==> config.mk <==
export PLATFORM = sky130hd
export DESIGN_NAME = audio_frame_builder
export DESIGN_NICKNAME = d
export VERILOG_FILES = /design/src/rtl/audio_frame_builder.sv
export SDC_FILE = /design/constraint.sdc
export NUM_CORES = 1
export LEC_CHECK = 0
export BUFFER_PORTS_ARGS = -buffer_cell sky130_fd_sc_hd__buf_2
export CAP_MARGIN = 20
export CORE_MARGIN = 2
export CORE_UTILIZATION = 55
export DETAILED_ROUTE_END_ITERATION = 8
export PLACE_DENSITY = 0.85
export SETUP_SLACK_MARGIN = 0.1
export SLEW_MARGIN = 10
export SYNTH_ARGS = -nofsm -noshare
export SYNTH_HDL_FRONTEND = slang
export SYNTH_SLANG_ARGS = --single-unit
==> constraint.sdc <==
create_clock -name clk -period 3.35 [get_ports clk]
set_input_delay 0.1675 -clock clk [delete_from_list [all_inputs] [get_ports clk]]
set_output_delay 0.1675 -clock clk [all_outputs]
set_load 0.03 [all_outputs]
==> src/rtl/audio_frame_builder.sv <==
module audio_frame_builder #(
  parameter int          MAX_LEN   = 512,
  parameter logic [31:0] CRC_POLY  = 32'hEDB88320
) (
  input  logic        clk,
  input  logic        rst_n,
  input  logic        start,
  input  logic [3:0]  frm_type,
  input  logic [1:0]  frm_prio,
  input  logic [3:0]  chan_idx,
  input  logic [3:0]  codec_id,
  input  logic [15:0] pay_len,
  input  logic [15:0] us_tick,
  input  logic [7:0]  pl_data,
  input  logic        pl_valid,
  output logic        pl_ready,
  output logic [7:0]  out_data,
  output logic        out_valid,
  output logic        out_last,
  output logic        len_err
);

  localparam int          HDR_BYTES = 7;
  localparam int          CRC_BYTES = 4;
  localparam logic [15:0] LEN_LIM   = 16'(MAX_LEN);

  typedef enum logic [1:0] {S_IDLE, S_HDR, S_PAY, S_CRC} st_t;

  st_t         st;
  logic [55:0] hdr_q;
  logic [9:0]  seq_q;
  logic [15:0] cnt;
  logic [31:0] crc_q;
  logic        len_err_q;

  wire [15:0] len_q  = hdr_q[55:40];
  wire        accept = (st == S_IDLE) && start && (pay_len <= LEN_LIM);
  wire        refuse = (st == S_IDLE) && start && (pay_len >  LEN_LIM);
  wire [31:0] crc_fin = ~crc_q;

  function automatic logic [31:0] crc_step(input logic [31:0] c, input logic [7:0] d);
    logic [31:0] x;
    x = c ^ {24'd0, d};
    for (int i = 0; i < 8; i++)
      x = x[0] ? ((x >> 1) ^ CRC_POLY) : (x >> 1);
    return x;
  endfunction

  always_comb begin
    case (st)
      S_HDR:   out_data = hdr_q[{cnt[2:0], 3'b000} +: 8];
      S_PAY:   out_data = pl_data;
      S_CRC:   out_data = crc_fin[{cnt[1:0], 3'b000} +: 8];
      default: out_data = 8'd0;
    endcase
  end

  assign out_valid = (st == S_HDR) || (st == S_CRC) || ((st == S_PAY) && pl_valid);
  assign pl_ready  = (st == S_PAY);
  assign out_last  = (st == S_CRC) && (cnt == 16'(CRC_BYTES - 1));
  assign len_err   = len_err_q;

  always_ff @(posedge clk or negedge rst_n) begin
    if (!rst_n) begin
      st        <= S_IDLE;
      hdr_q     <= '0;
      seq_q     <= '0;
      cnt       <= '0;
      crc_q     <= '1;
      len_err_q <= 1'b0;
    end else begin
      len_err_q <= refuse;
      case (st)
        S_IDLE: if (accept) begin
          hdr_q <= {pay_len, codec_id, chan_idx, us_tick, seq_q, frm_prio, frm_type};
          seq_q <= seq_q + 10'd1;
          cnt   <= '0;
          crc_q <= '1;
          st    <= S_HDR;
        end
        S_HDR: begin
          crc_q <= crc_step(crc_q, out_data);
          if (cnt == 16'(HDR_BYTES - 1)) begin
            cnt <= '0;
            st  <= (len_q == 16'd0) ? S_CRC : S_PAY;
          end else begin
            cnt <= cnt + 16'd1;
          end
        end
        S_PAY: if (pl_valid) begin
          crc_q <= crc_step(crc_q, pl_data);
          if (cnt == len_q - 16'd1) begin
            cnt <= '0;
            st  <= S_CRC;
          end else begin
            cnt <= cnt + 16'd1;
          end
        end
        S_CRC: begin
          if (out_last) begin
            cnt <= '0;
            st  <= S_IDLE;
          end else begin
            cnt <= cnt + 16'd1;
          end
        end
        default: st <= S_IDLE;
      endcase
    end
  end

  a_r5_gap_on_stall: assert property (@(posedge clk) disable iff (!rst_n)
    (pl_ready && !pl_valid) |-> !out_valid);

  a_r7_refused_silent: assert property (@(posedge clk) disable iff (!rst_n)
    len_err |-> !out_valid);

  a_r6_last_ends_frame: assert property (@(posedge clk) disable iff (!rst_n)
    out_last |=> !out_valid);

  a_r8_header_held: assert property (@(posedge clk) disable iff (!rst_n)
    (st != S_IDLE) |=> $stable(hdr_q));

  a_r9_empty_skips_payload: assert property (@(posedge clk) disable iff (!rst_n)
    (st == S_HDR && cnt == 16'(HDR_BYTES - 1) && len_q == 16'd0) |=> (st == S_CRC));

  a_r3_seq_used: assert property (@(posedge clk) disable iff (!rst_n)
    accept |=> (hdr_q[15:6] == $past(seq_q)));

endmodule

==> results.md, run 1 <==
- Fmax: 304 MHz
- Worst path slowest cell: mux4_2
- CP Class: register to register
- Met3 Use GR: 7.86%
- Req. time, crit path: 3.71 ns
- Maximum vdd drop: 0.398 mV
- GR Overflow Total: 0
- Met1 Use GR: 42.0%
- GRT busiest layer: met2
- Power Total: 3.78 mW
- Mean Syn Cell Area: 10.3 µm²
- Via count: 7295
- DR WL/cell: 23.5 µm
- Core area: 14500 µm²
- Hold_ws: 0.00459 ns
- Slew HR: 34.4%
- Largest net degree at the start of global routing: 74
- I/O pin count: 70
- First-pass GRT wire length: 39.5 mm
- Crit-path max FO: 18
- RSZ-0062 raised after global routing: no
- Distinct cells, synth: 71
- Setup ws final: 0.0605 ns
- FFs w/ async S/R, synth: 100%
- Placed Cells: 1043
- Clock sink count: 117
- Synth Register Bits: 117
- Final ANT Viol Nets: 0
- Pre-CTS WS: 0.0818 ns
- Top delay family on crit path: XOR/XNOR gates
- GRT Resource Usage Total: 32.0%
- Antenna cells: 0
- Post-synth EDFFs: 0
- Cts bufs inserted: 17
- CP Launch Type: register
- Gate count of the mapped netlist: 794
- Status: completed
- GP Congestion: 0.989
- Fin nets: 992
- Seq/Total Area, Yosys: 36.2%
- Pwr dens: 372 nW/µm²
- Total negative setup slack: 0 ns
- Clk root buf: clkbuf_16
- Drt via density: 6.51
- Crit. End Element: register
- Post-Route WL: 26.3 mm
- Worst Path Arrival: 3.65 ns
- Longest Clk Path Bufs: 2
- Die ar.: 15900 µm²
- CP Cell Sequence: buf_8 > mux4_2 > o21a_1 > a221oi_2 > nor2_1 > xnor2_2 > xnor3_2 > xnor3_1 > a221oi_1 > nor2_1
- Vias in the first global route: 7072
- DRC: 0
- Layout cell share with drive strength beyond 1: 31.6%
- MaxCap Viol Count: 0
- Part of the cycle the worst path needs: 98.2%
- GRT met2 Usage: 51.8%
- Worst Tran Pin Value: 0.984 ns
- Clock slew seen by the registers of the worst setup and hold paths: 0.06 ns
- Post-route minimum period: 3.29 ns
- Synthesis-to-layout area growth: 23.6%
- Leak: 4.72 nW
- Final Setup Violations: 0
- Starting density of the core: 56.5%
- Setup Skew: 0.0172 ns
- Post-Synthesis Cell Area: 8210 µm²
- WP buf/inv: 1
- Synth Net Count: 862
- Final hold vios: 0
- Slew Limit Fails: 0
- DRT iter0 DRCs: 1028
- 1st-pass router iterations: 6
- Die span in x: 126 µm
- Die height: 126 µm
- Latest clock arrival within the worst-skew pair: 0.44 ns
- CTS tree: built
- HPWL Detailed: 16.2 mm
- H-tree depth: 4
- Min-delay worst type: input port to register
- Num rows: 44
- Fin cells: 1121
- Most used cell, CP: nor2_1
- Initial antenna violation count: 1
- YS warnings: 0
- CP peak stage delay: 0.52 ns
- Ys flop type: dfrtp_1
- I/O Buffers: 69
[cells in the final DEF (no fill, tap or decap), types with 10 or more instances in the layout]
cell type,count
a21oi_1,14
a221oi_1,25
and3_1,10
buf_2,68
buf_4,48
clkbuf_16,17
dfrtp_1,84
dfstp_2,32
dlygate4sd3_1,38
inv_1,15
mux2_2,50
mux2i_1,23
nand2_1,34
nand3_1,11
nor2_1,84
nor3_1,14
o21ai_0,11
o21ai_1,10
xnor2_1,103
xor2_1,47
[flip-flops by register name, indices dropped and copies added (netlist names)]
register  count
st            2
crc_q        32
hdr_q        56
len_err       1
seq_q        10
cnt          16
[where the power goes]
group,leakage (nW),internal [mW],switching [mW]
combinational,2.94,0.137,0.156
sequential,1.46,1.42,0
clock,0.315,1.33,0.742
total,4.72,2.88,0.898
[path summary, 6_finish.rpt]
check,from,endpoint,slack [ns],cells after the start
worst max-delay path,cnt[0]$_DFFE_PN0P_,crc_q[19]$_DFFE_PN1P_,0.06,10
worst min-delay path,pay_len[5],hdr_q[45]$_DFFE_PN0P_,0.005,2
worst max register to register,cnt[0]$_DFFE_PN0P_,crc_q[19]$_DFFE_PN1P_,0.06,10
worst min register to register,seq_q[9]$_DFFE_PN0P_,seq_q[9]$_DFFE_PN0P_,0.50,1
max in group asynchronous,rst_n,crc_q[13]$_DFFE_PN1P_,2.05,3
min in group asynchronous,rst_n,hdr_q[35]$_DFFE_PN0P_,0.44,2
[layout make-up]
class,count,area [µm²]
Multi-Input combinational cell,613,5080
Fill cell,931,4390
Sequential cell,117,2970
Timing Repair Buffer,159,1160
Clock buffer,18,429
Tap cell,184,230
Clock inverter,14,224
Inverter,16,60.1
[kinds of logic (layout without fill, tap and decap cells)]
group	after synthesis	after routing	synth area share [%]
AO/OA/AOI/OAI	123	123	11.1
AND/OR/NAND/NOR	224	224	13.4
XOR/XNOR	172	172	21.3
buffers and inverters	64	207	3.78
flip-flops	117	117	36.2
adder cells (fa/ha/maj)	11	11	1.65
multiplexers	83	83	12.5
[per-stage QoR]
stage          util, %  area, µm²
6_report          69.8      10100
5_1_grt           69.8      10100
4_1_cts           68.5       9960
3_5_place_dp      61.4       8920
3_3_place_gp      61.4       8920
2_1_floorplan        -       8220
[Yosys cell counts, types with 12 or more instances]
library cell | count | share of area [%]
xnor2_1 | 104 | 11
dfrtp_1 | 85 | 26
nor2_1 | 85 | 3.9
mux2_2 | 50 | 6.9
xor2_1 | 47 | 5.0
nand2_1 | 36 | 1.6
dfstp_2 | 32 | 10
clkbuf_1 | 31 | 1.4
a221oi_1 | 28 | 3.0
mux2i_1 | 23 | 2.8
a21oi_1 | 17 | 1.0
nor3_1 | 17 | 1.0
inv_1 | 16 | 0.73
o21ai_0 | 12 | 0.73
[per-layer routing]
layer	up-vias	routed length, µm	share of wire [%]
li1	3073	-	-
met1	3503	9780	37
met2	580	12400	47
met3	137	2880	11
met4	2	1190	4.5
met5	-	13	0.049
[what timing repair did]
action | in CTS | in global routing
pin swaps | 0 | 8
gates resized for setup | 1 | 34
endpoints found under the hold margin | 87 | 0
endpoints found under the setup margin | 9 | 35
gates cloned | 0 | 0
hold buffers | 38 | 0
setup buffers | 0 | 8
(Power assumes the default switching activity.)
==> run 2: changes to the inputs <==
--- a/config.mk
+++ b/config.mk
@@ -5,12 +5,13 @@
 export SDC_FILE = /design/constraint.sdc
 export NUM_CORES = 1
 export LEC_CHECK = 0
+export ABC_AREA = 1
 export BUFFER_PORTS_ARGS = -buffer_cell sky130_fd_sc_hd__buf_2
 export CAP_MARGIN = 20
 export CORE_MARGIN = 2
-export CORE_UTILIZATION = 55
+export CORE_UTILIZATION = 56
 export DETAILED_ROUTE_END_ITERATION = 8
-export PLACE_DENSITY = 0.85
+export PLACE_DENSITY = 0.86
 export SETUP_SLACK_MARGIN = 0.1
 export SLEW_MARGIN = 10
 export SYNTH_ARGS = -nofsm -noshare
==> run 2 against run 1 <==
Effect of this change:
- clock power decreased by 6%
- via count increased by 32%
- worst hold slack improved by 0.036 ns
- critical path type unchanged
==> results.md, run 2 <==
- Status: completed
- Synth Register Bits: 117 (unchanged)
- Part of the cycle the worst path needs: 88.9% (-9.3 points)
- Worst Path Arrival: 3.30 ns (-0.35 ns)
- Final core occ: 66.7% (-3.1 points)
- DR WL/cell: 17.1 µm (-27%)
- Distinct cells, synth: 46 (-35%)
- Min-delay worst type: input port to register
- Simple-gate share of the synthesized area: 35.8% (+22 points)
- GRT Resource Usage Total: 33.7% (+1.7 points)
- Worst path slowest cell: inv_1
- Largest net degree at the start of global routing: 74 (unchanged)
- Layout cell share with drive strength beyond 1: 14.4% (-17 points)
- DRT iter0 DRCs: 1226 (+19%)
- Crit path depth: 11 (+1)
- Clk root buf: clkbuf_16
- CP Cell Sequence: inv_1 > ha_1 > buf_4 > inv_1 > nor2_1 > a21oi_1 > nand2_1 > inv_1 > buf_4 > nand2_1 > o21ai_0
- Die ar.: 17500 µm² (+9.8%)
- Max FFs per register: 56 (unchanged)
- Post-cts resize count: 0 (-1)
- Setup Skew: 0.0139 ns (-0.00326 ns)
- Via count: 9623 (+32%)
- I/O pin count: 70 (unchanged)
- Starting density of the core: 57.5% (+1.1 points)
- RR Startpoint: st[0]$_DFFE_PN0P_
- Hold_ws: 0.0410 ns (+0.0364 ns)
- Post-synth EDFFs: 0 (unchanged)
- R2r worst-path depth: 11 (+1)
- Worst Tran Pin Value: 0.661 ns (-0.323 ns)
- FFs w/ async S/R, synth: 100% (unchanged)
- Filler cell count: 1340 (+44%)
- Post-Synthesis Cell Area: 9210 µm² (+12%)
- Num rows: 46 (+4.5%)
- Crit-path max FO: 15 (-3)
- Cts bufs inserted: 17 (unchanged)
- Yosys top cell by area: dfrtp_1
- Final Setup Violations: 0 (unchanged)
- Main combinational cell family by area after synthesis: simple AND/OR/NAND/NOR gates
- DRC: 0 (unchanged)
- First-pass GRT wire length: 47.1 mm (+19%)
- R2R Path End: crc_q[11]$_DFFE_PN1P_
- Synth Net Count: 1451 (+68%)
- Antenna cells: 0 (unchanged)
- Synth top cells by count: nand2_1, inv_1, nand3_1, nor2_1, xor2_1
- Most frequent cells in the layout: nand2_1, inv_1, nand3_1, nor2_1, xor2_1
- Post-synthesis adder-cell area fraction: 1.36% (-0.29 points)
- Req. time, crit path: 3.67 ns (-0.04 ns)
- Top delay family on crit path: buffers and inverters
- Slew Limit Fails: 0 (unchanged)
- WP buf/inv: 5 (+4)
- R2R Setup Slk: 0.37 ns (+0.31 ns)
- Hold Path Origin: pay_len[8]
- Core area: 16000 µm² (+10%)
- Gate count of the mapped netlist: 1383 (+74%)
- Compound-Gate Fraction of Synth Area: 8.75% (-2.3 points)
- Hold Path Depth: 3 (+1)
- Leak: 5.59 nW (+19%)
- Maximum vdd drop: 0.595 mV (+49%)
- Ys flop type: dfrtp_1
- Multiplexer share of the synthesized area: 0% (-13 points)
- CP Launch Type: register
- Seq/Total Area, Yosys: 32.2% (-3.9 points)
- I/O Buffers: 69 (unchanged)
- CTS tree: built
- Yosys top cell area share: 23.1% (-2.8 points)
- Latest clock arrival within the worst-skew pair: 0.42 ns (-0.02 ns)
- YS warnings: 0 (unchanged)
- Fmax: 336 MHz (+10%)
- Most used cell, CP: inv_1
- Post-Route WL: 29.2 mm (+11%)
- Hold Path Sink: hdr_q[48]$_DFFE_PN0P_
- Clock slew seen by the registers of the worst setup and hold paths: 0.06 ns (about the same)
- Die height: 132 µm (+4.8%)
- CP Class: register to register
- XOR/XNOR Fraction of Synth Area: 11.3% (-10 points)
- Initial antenna violation count: 0 (-1)
- GP Congestion: 1.02 (+3.1%)
- Slew HR: 55.5% (+21 points)
- RSZ-0062 raised after global routing: no
- Crit. End Element: register
- Pwr dens: 1120 nW/µm² (+200%)
- 1st-pass router iterations: 6 (unchanged)
- GR Overflow Total: 0 (unchanged)
- Post-route minimum period: 2.98 ns (-0.311 ns)
- Final ANT Viol Nets: 0 (unchanged)
- MaxCap Viol Count: 0 (unchanged)
- Die span in x: 132 µm (+4.8%)
- Most common cell after layout, fill and taps aside: nand2_1
- Synthesis-to-layout area growth: 16.0%
- Fin nets: 1545 (+56%)
- Vias in the first global route: 9022 (+28%)
- H-tree depth: 4 (unchanged)
- Most numerous cell in the Yosys netlist: nand2_1
- Total negative setup slack: 0 ns (unchanged)
- Top post-synthesis cells by area: dfrtp_1, nand2_1, dfstp_2
- CP peak stage delay: 0.52 ns (about the same)
- Most flop-heavy register: hdr_q
- Drt via density: 5.64 (-13%)
- HPWL Detailed: 19.9 mm (+23%)
- Mean Syn Cell Area: 6.66 µm² (-36%)
- Largest regs: hdr_q: 56 flops, crc_q: 32 flops, cnt: 16 flops
- Final hold vios: 0 (unchanged)
- Longest Clk Path Bufs: 2 (unchanged)
- Clock sink count: 117 (unchanged)
-- run 2: worst max path at each step --
stage | to | from | slack [ns]
finish | crc_q[11]$_DFFE_PN1P_ | st[0]$_DFFE_PN0P_ | 0.37
global route | crc_q[25]$_DFFE_PN1P_ | st[0]$_DFFE_PN0P_ | 0.19
CTS | crc_q[11]$_DFFE_PN1P_ | st[0]$_DFFE_PN0P_ | 0.50
detailed placement | crc_q[28]$_DFFE_PN1P_ | st[0]$_DFFE_PN0P_ | 0.56
global placement | crc_q[10]$_DFFE_PN1P_ | st[0]$_DFFE_PN0P_ | 0.60
floorplan | crc_q[24]$_DFFE_PN1P_ | st[0]$_DFFE_PN0P_ | 0.89
-- run 2: final cells by class --
class,instances,area [µm²],share of cell area (%)
clock buffers,19,453,4.24
repair buffers,126,883,8.27
multi-input cells,1037,5260,49.3
clock inverters,12,168,1.57
well taps,216,270,2.53
flip-flops and latches,117,2970,27.8
inverters,178,673,6.30
-- run 2: logic make-up after synthesis --
group           Yosys count
xor+xnor                113
simple gates            771
compound gates          143
flops                   117
fa+ha+maj                10
buf+inv                 229
-- run 2: worst min-delay path, stage by stage --
cell and delay (ns):
buf_2 0.10, inv_1 0.06, o21ai_0 0.09
-- run 2: power by group --
group          internal [mW]  switching, mW  total, mW
Combinational           2.47           5.33       7.80
Sequential              1.87          0.381       2.25
Clock                   1.22          0.729       1.95
-- run 2: through the flow --
step	worst slack (ns)	total power, mW	area (µm²)	instances
floorplan	0.892	7.81	9210	1383
global placement	0.601	9.55	9730	1641
global route	0.192	12.8	10700	1705
detailed placement	0.558	9.67	9730	1641
finish	0.372	12.0	10700	1705
CTS	0.498	11.7	10700	1705
-- run 2: what timing repair did --
action                                  CTS  global route
hold buffers                             33             0
buffers inserted                          0             0
endpoints found under the hold margin    76             0
endpoints found under the setup margin    0             0
-- run 2: layer usage --
| layer | GRT usage, % | wire length, µm | up-vias | part of all wire, % |
|---|---|---|---|---|
| met5 | 0 | 0 | - | 0 |
| met4 | 11.7 | 1010 | 0 | 3.5 |
| met3 | 9.27 | 3570 | 99 | 12 |
| met2 | 52.1 | 12900 | 606 | 44 |
| met1 | 45.7 | 11700 | 4404 | 40 |
| li1 | - | - | 4514 | - |
==> run 3: changes to the inputs <==
--- a/config.mk
+++ b/config.mk
@@ -5,11 +5,12 @@
 export SDC_FILE = /design/constraint.sdc
 export NUM_CORES = 1
 export LEC_CHECK = 0
-export ABC_AREA = 1
 export BUFFER_PORTS_ARGS = -buffer_cell sky130_fd_sc_hd__buf_2
 export CAP_MARGIN = 20
+export CELL_PAD_IN_SITES_DETAIL_PLACEMENT = 0
+export CELL_PAD_IN_SITES_GLOBAL_PLACEMENT = 1
 export CORE_MARGIN = 2
-export CORE_UTILIZATION = 56
+export CORE_UTILIZATION = 44
 export DETAILED_ROUTE_END_ITERATION = 8
 export PLACE_DENSITY = 0.86
 export SETUP_SLACK_MARGIN = 0.1
==> run 3 against run 2 <==
Effect of this change:
- worst hold slack lost 0.026 ns
- routed wire length shrank 20%
- register-to-register slack lost 0.27 ns
==> results.md, run 3 (synthesis gave the netlist of run 1 again) <==
- Status: completed
- CTS tree: built
- Post-Route WL: 23.2 mm (-20%)
- Req. time, crit path: 3.69 ns (+0.02 ns)
- Clock sink count: 117 (unchanged)
- Post-route minimum period: 3.25 ns (+0.271 ns)
- Maximum vdd drop: 0.318 mV (-46%)
- Max FFs per register: 56 (unchanged)
- Vias in the first global route: 6679 (-26%)
- Hold Path Depth: 2 (-1)
- GRT Resource Usage Total: 24.2% (-9.5 points)
- Starting density of the core: 45.2% (-12 points)
- Hold_ws: 0.0147 ns (-0.0263 ns)
- I/O pin count: 70 (unchanged)
- Filler cell count: 1500 (+12%)
- Worst Tran Pin Value: 0.747 ns (+0.0862 ns)
- GR Overflow Total: 0 (unchanged)
- Part of the cycle the worst path needs: 97.0% (+8.1 points)
- R2r worst-path depth: 10 (-1)
- H-tree depth: 4 (unchanged)
- Synthesis-to-layout area growth: 24.1%
- CP Launch Type: register
- Most frequent cells in the layout: xnor2_1, nor2_1, dfrtp_1, buf_2
- Cts bufs inserted: 17 (unchanged)
- Clk root buf: clkbuf_16
- Pwr dens: 345 nW/µm² (-69%)
- CP peak stage delay: 0.49 ns (-0.03 ns)
- Setup Skew: 0.0140 ns (+0.0000858 ns)
- Fin cells: 1168 (-31%)
- FF+latch area: 2970 µm² (+0.17%)
- Clock slew seen by the registers of the worst setup and hold paths: 0.06 ns (about the same)
- Largest net degree at the start of global routing: 70 (-5.4%)
- GP Congestion: 0.928 (-9.0%)
- CP Class: register to register
- Initial antenna violation count: 0 (unchanged)
- CP Cell Sequence: buf_12 > mux4_2 > o21ai_1 > a22o_2 > xor2_4 > xnor2_2 > xnor3_2 > xor3_2 > and3_1 > nor3_1
- Crit-path max FO: 6 (-9)
- Longest Clk Path Bufs: 2 (unchanged)
- Crit. End Element: register
- Die height: 141 µm (+6.3%)
- Final hold vios: 0 (unchanged)
- HPWL Detailed: 16.5 mm (-17%)
- I/O Buffers: 69 (unchanged)
- Placed Cells: 1091 (-34%)
- R2R Setup Slk: 0.10 ns (-0.27 ns)
- Worst path slowest cell: mux4_2
- Drt via density: 5.71 (+1.1%)
- First-pass GRT wire length: 37.0 mm (-22%)
- Largest regs: hdr_q: 56 flops, crc_q: 32 flops, cnt: 16 flops
- DRT iter0 DRCs: 479 (-61%)
- Final Setup Violations: 0 (unchanged)
- Latest clock arrival within the worst-skew pair: 0.42 ns (about the same)
- Total negative setup slack: 0 ns (unchanged)
- Worst Path Arrival: 3.58 ns (+0.28 ns)
- DR WL/cell: 19.9 µm (+16%)
- Layout cell share with drive strength beyond 1: 31.8% (+17 points)
- Die ar.: 19800 µm² (+13%)
- Slew HR: 49.8% (-5.7 points)
- Most common cell after layout, fill and taps aside: xnor2_1
- Most flop-heavy register: hdr_q
- Multi-input gate area: 5080 µm² (-3.5%)
- Antenna cells: 0 (unchanged)
- Via count: 6666 (-31%)
- 1st-pass router iterations: 7 (+1)
- Slew Limit Fails: 0 (unchanged)
- RSZ-0062 raised after global routing: yes
- Leak: 4.69 nW (-16%)
- MaxCap Viol Count: 0 (unchanged)
- Fmax: 308 MHz (-8.3%)
- Num rows: 49 (+6.5%)
- Final ANT Viol Nets: 0 (unchanged)
- Core area: 18100 µm² (+13%)
- Min-delay worst type: input port to register
- Die span in x: 141 µm (+6.3%)
- DRC: 0 (unchanged)
- Fin nets: 994 (-36%)
==> run 3: critical path, delay by kind of cell, from the launching register on <==
family	cells	cell delay, ns
xor+xnor	4	1.18
compound gates	2	0.50
mux	1	0.49
flops	1	0.45
simple gates	2	0.37
buf+inv	1	0.16
==> run 3: final timing paths <==
check / from / end
setup / recovery: cnt[0]$_DFFE_PN0P_ / crc_q[20]$_DFFE_PN1P_
hold / removal: pay_len[9] / hdr_q[49]$_DFFE_PN0P_
setup reg to reg: cnt[0]$_DFFE_PN0P_ / crc_q[20]$_DFFE_PN1P_
hold reg to reg: seq_q[9]$_DFFE_PN0P_ / seq_q[9]$_DFFE_PN0P_
max in group asynchronous: rst_n / hdr_q[46]$_DFFE_PN0P_
min in group asynchronous: rst_n / hdr_q[54]$_DFFE_PN0P_
==> run 3: final cells by class <==
type,count,area share [%]
multi-input combinational,613,49.9
sequential,117,29.2
timing repair buffer,161,11.8
clock buffer,19,4.35
tap,229,2.81
clock inverter,13,1.42
inverter,16,0.589
==> run 3: per-stage QoR <==
step	util [%]	instance area (µm²)	worst slack (ns)	power, mW
2_1_floorplan	-	8220	0.136	1.58
3_3_place_gp	49.7	9020	0.0774	1.68
3_5_place_dp	49.7	9020	0.0620	1.68
4_1_cts	55.1	10000	0.104	3.53
5_1_grt	56.1	10200	0.0183	3.63
6_report	56.1	10200	0.101	3.51
==> run 3: repair_timing <==
item	in CTS	in global routing
cloned	0	1
buffers inserted	0	6
gates resized for setup	3	27
setup endpoints to repair	10	29
hold buffers	38	0
pin swaps	0	10
endpoints found under the hold margin	59	0
==> run 3: routing by layer <==
layer / up-vias / global-route usage, % / wire length, µm
met5: - / 0 / 0
met4: 0 / 8.16 / 516
met3: 36 / 6.45 / 1660
met2: 244 / 36.9 / 10700
met1: 3297 / 33.7 / 10300
li1: 3089 / - / -
==> run 3: where the power goes <==
part           leakage [nW]  total [mW]  internal [mW]  switching [mW]
clock                 0.281        1.81           1.12           0.693
sequential             1.46        1.42           1.42               0
combinational          2.95       0.282          0.136           0.146
total                  4.69        3.51           2.67           0.839
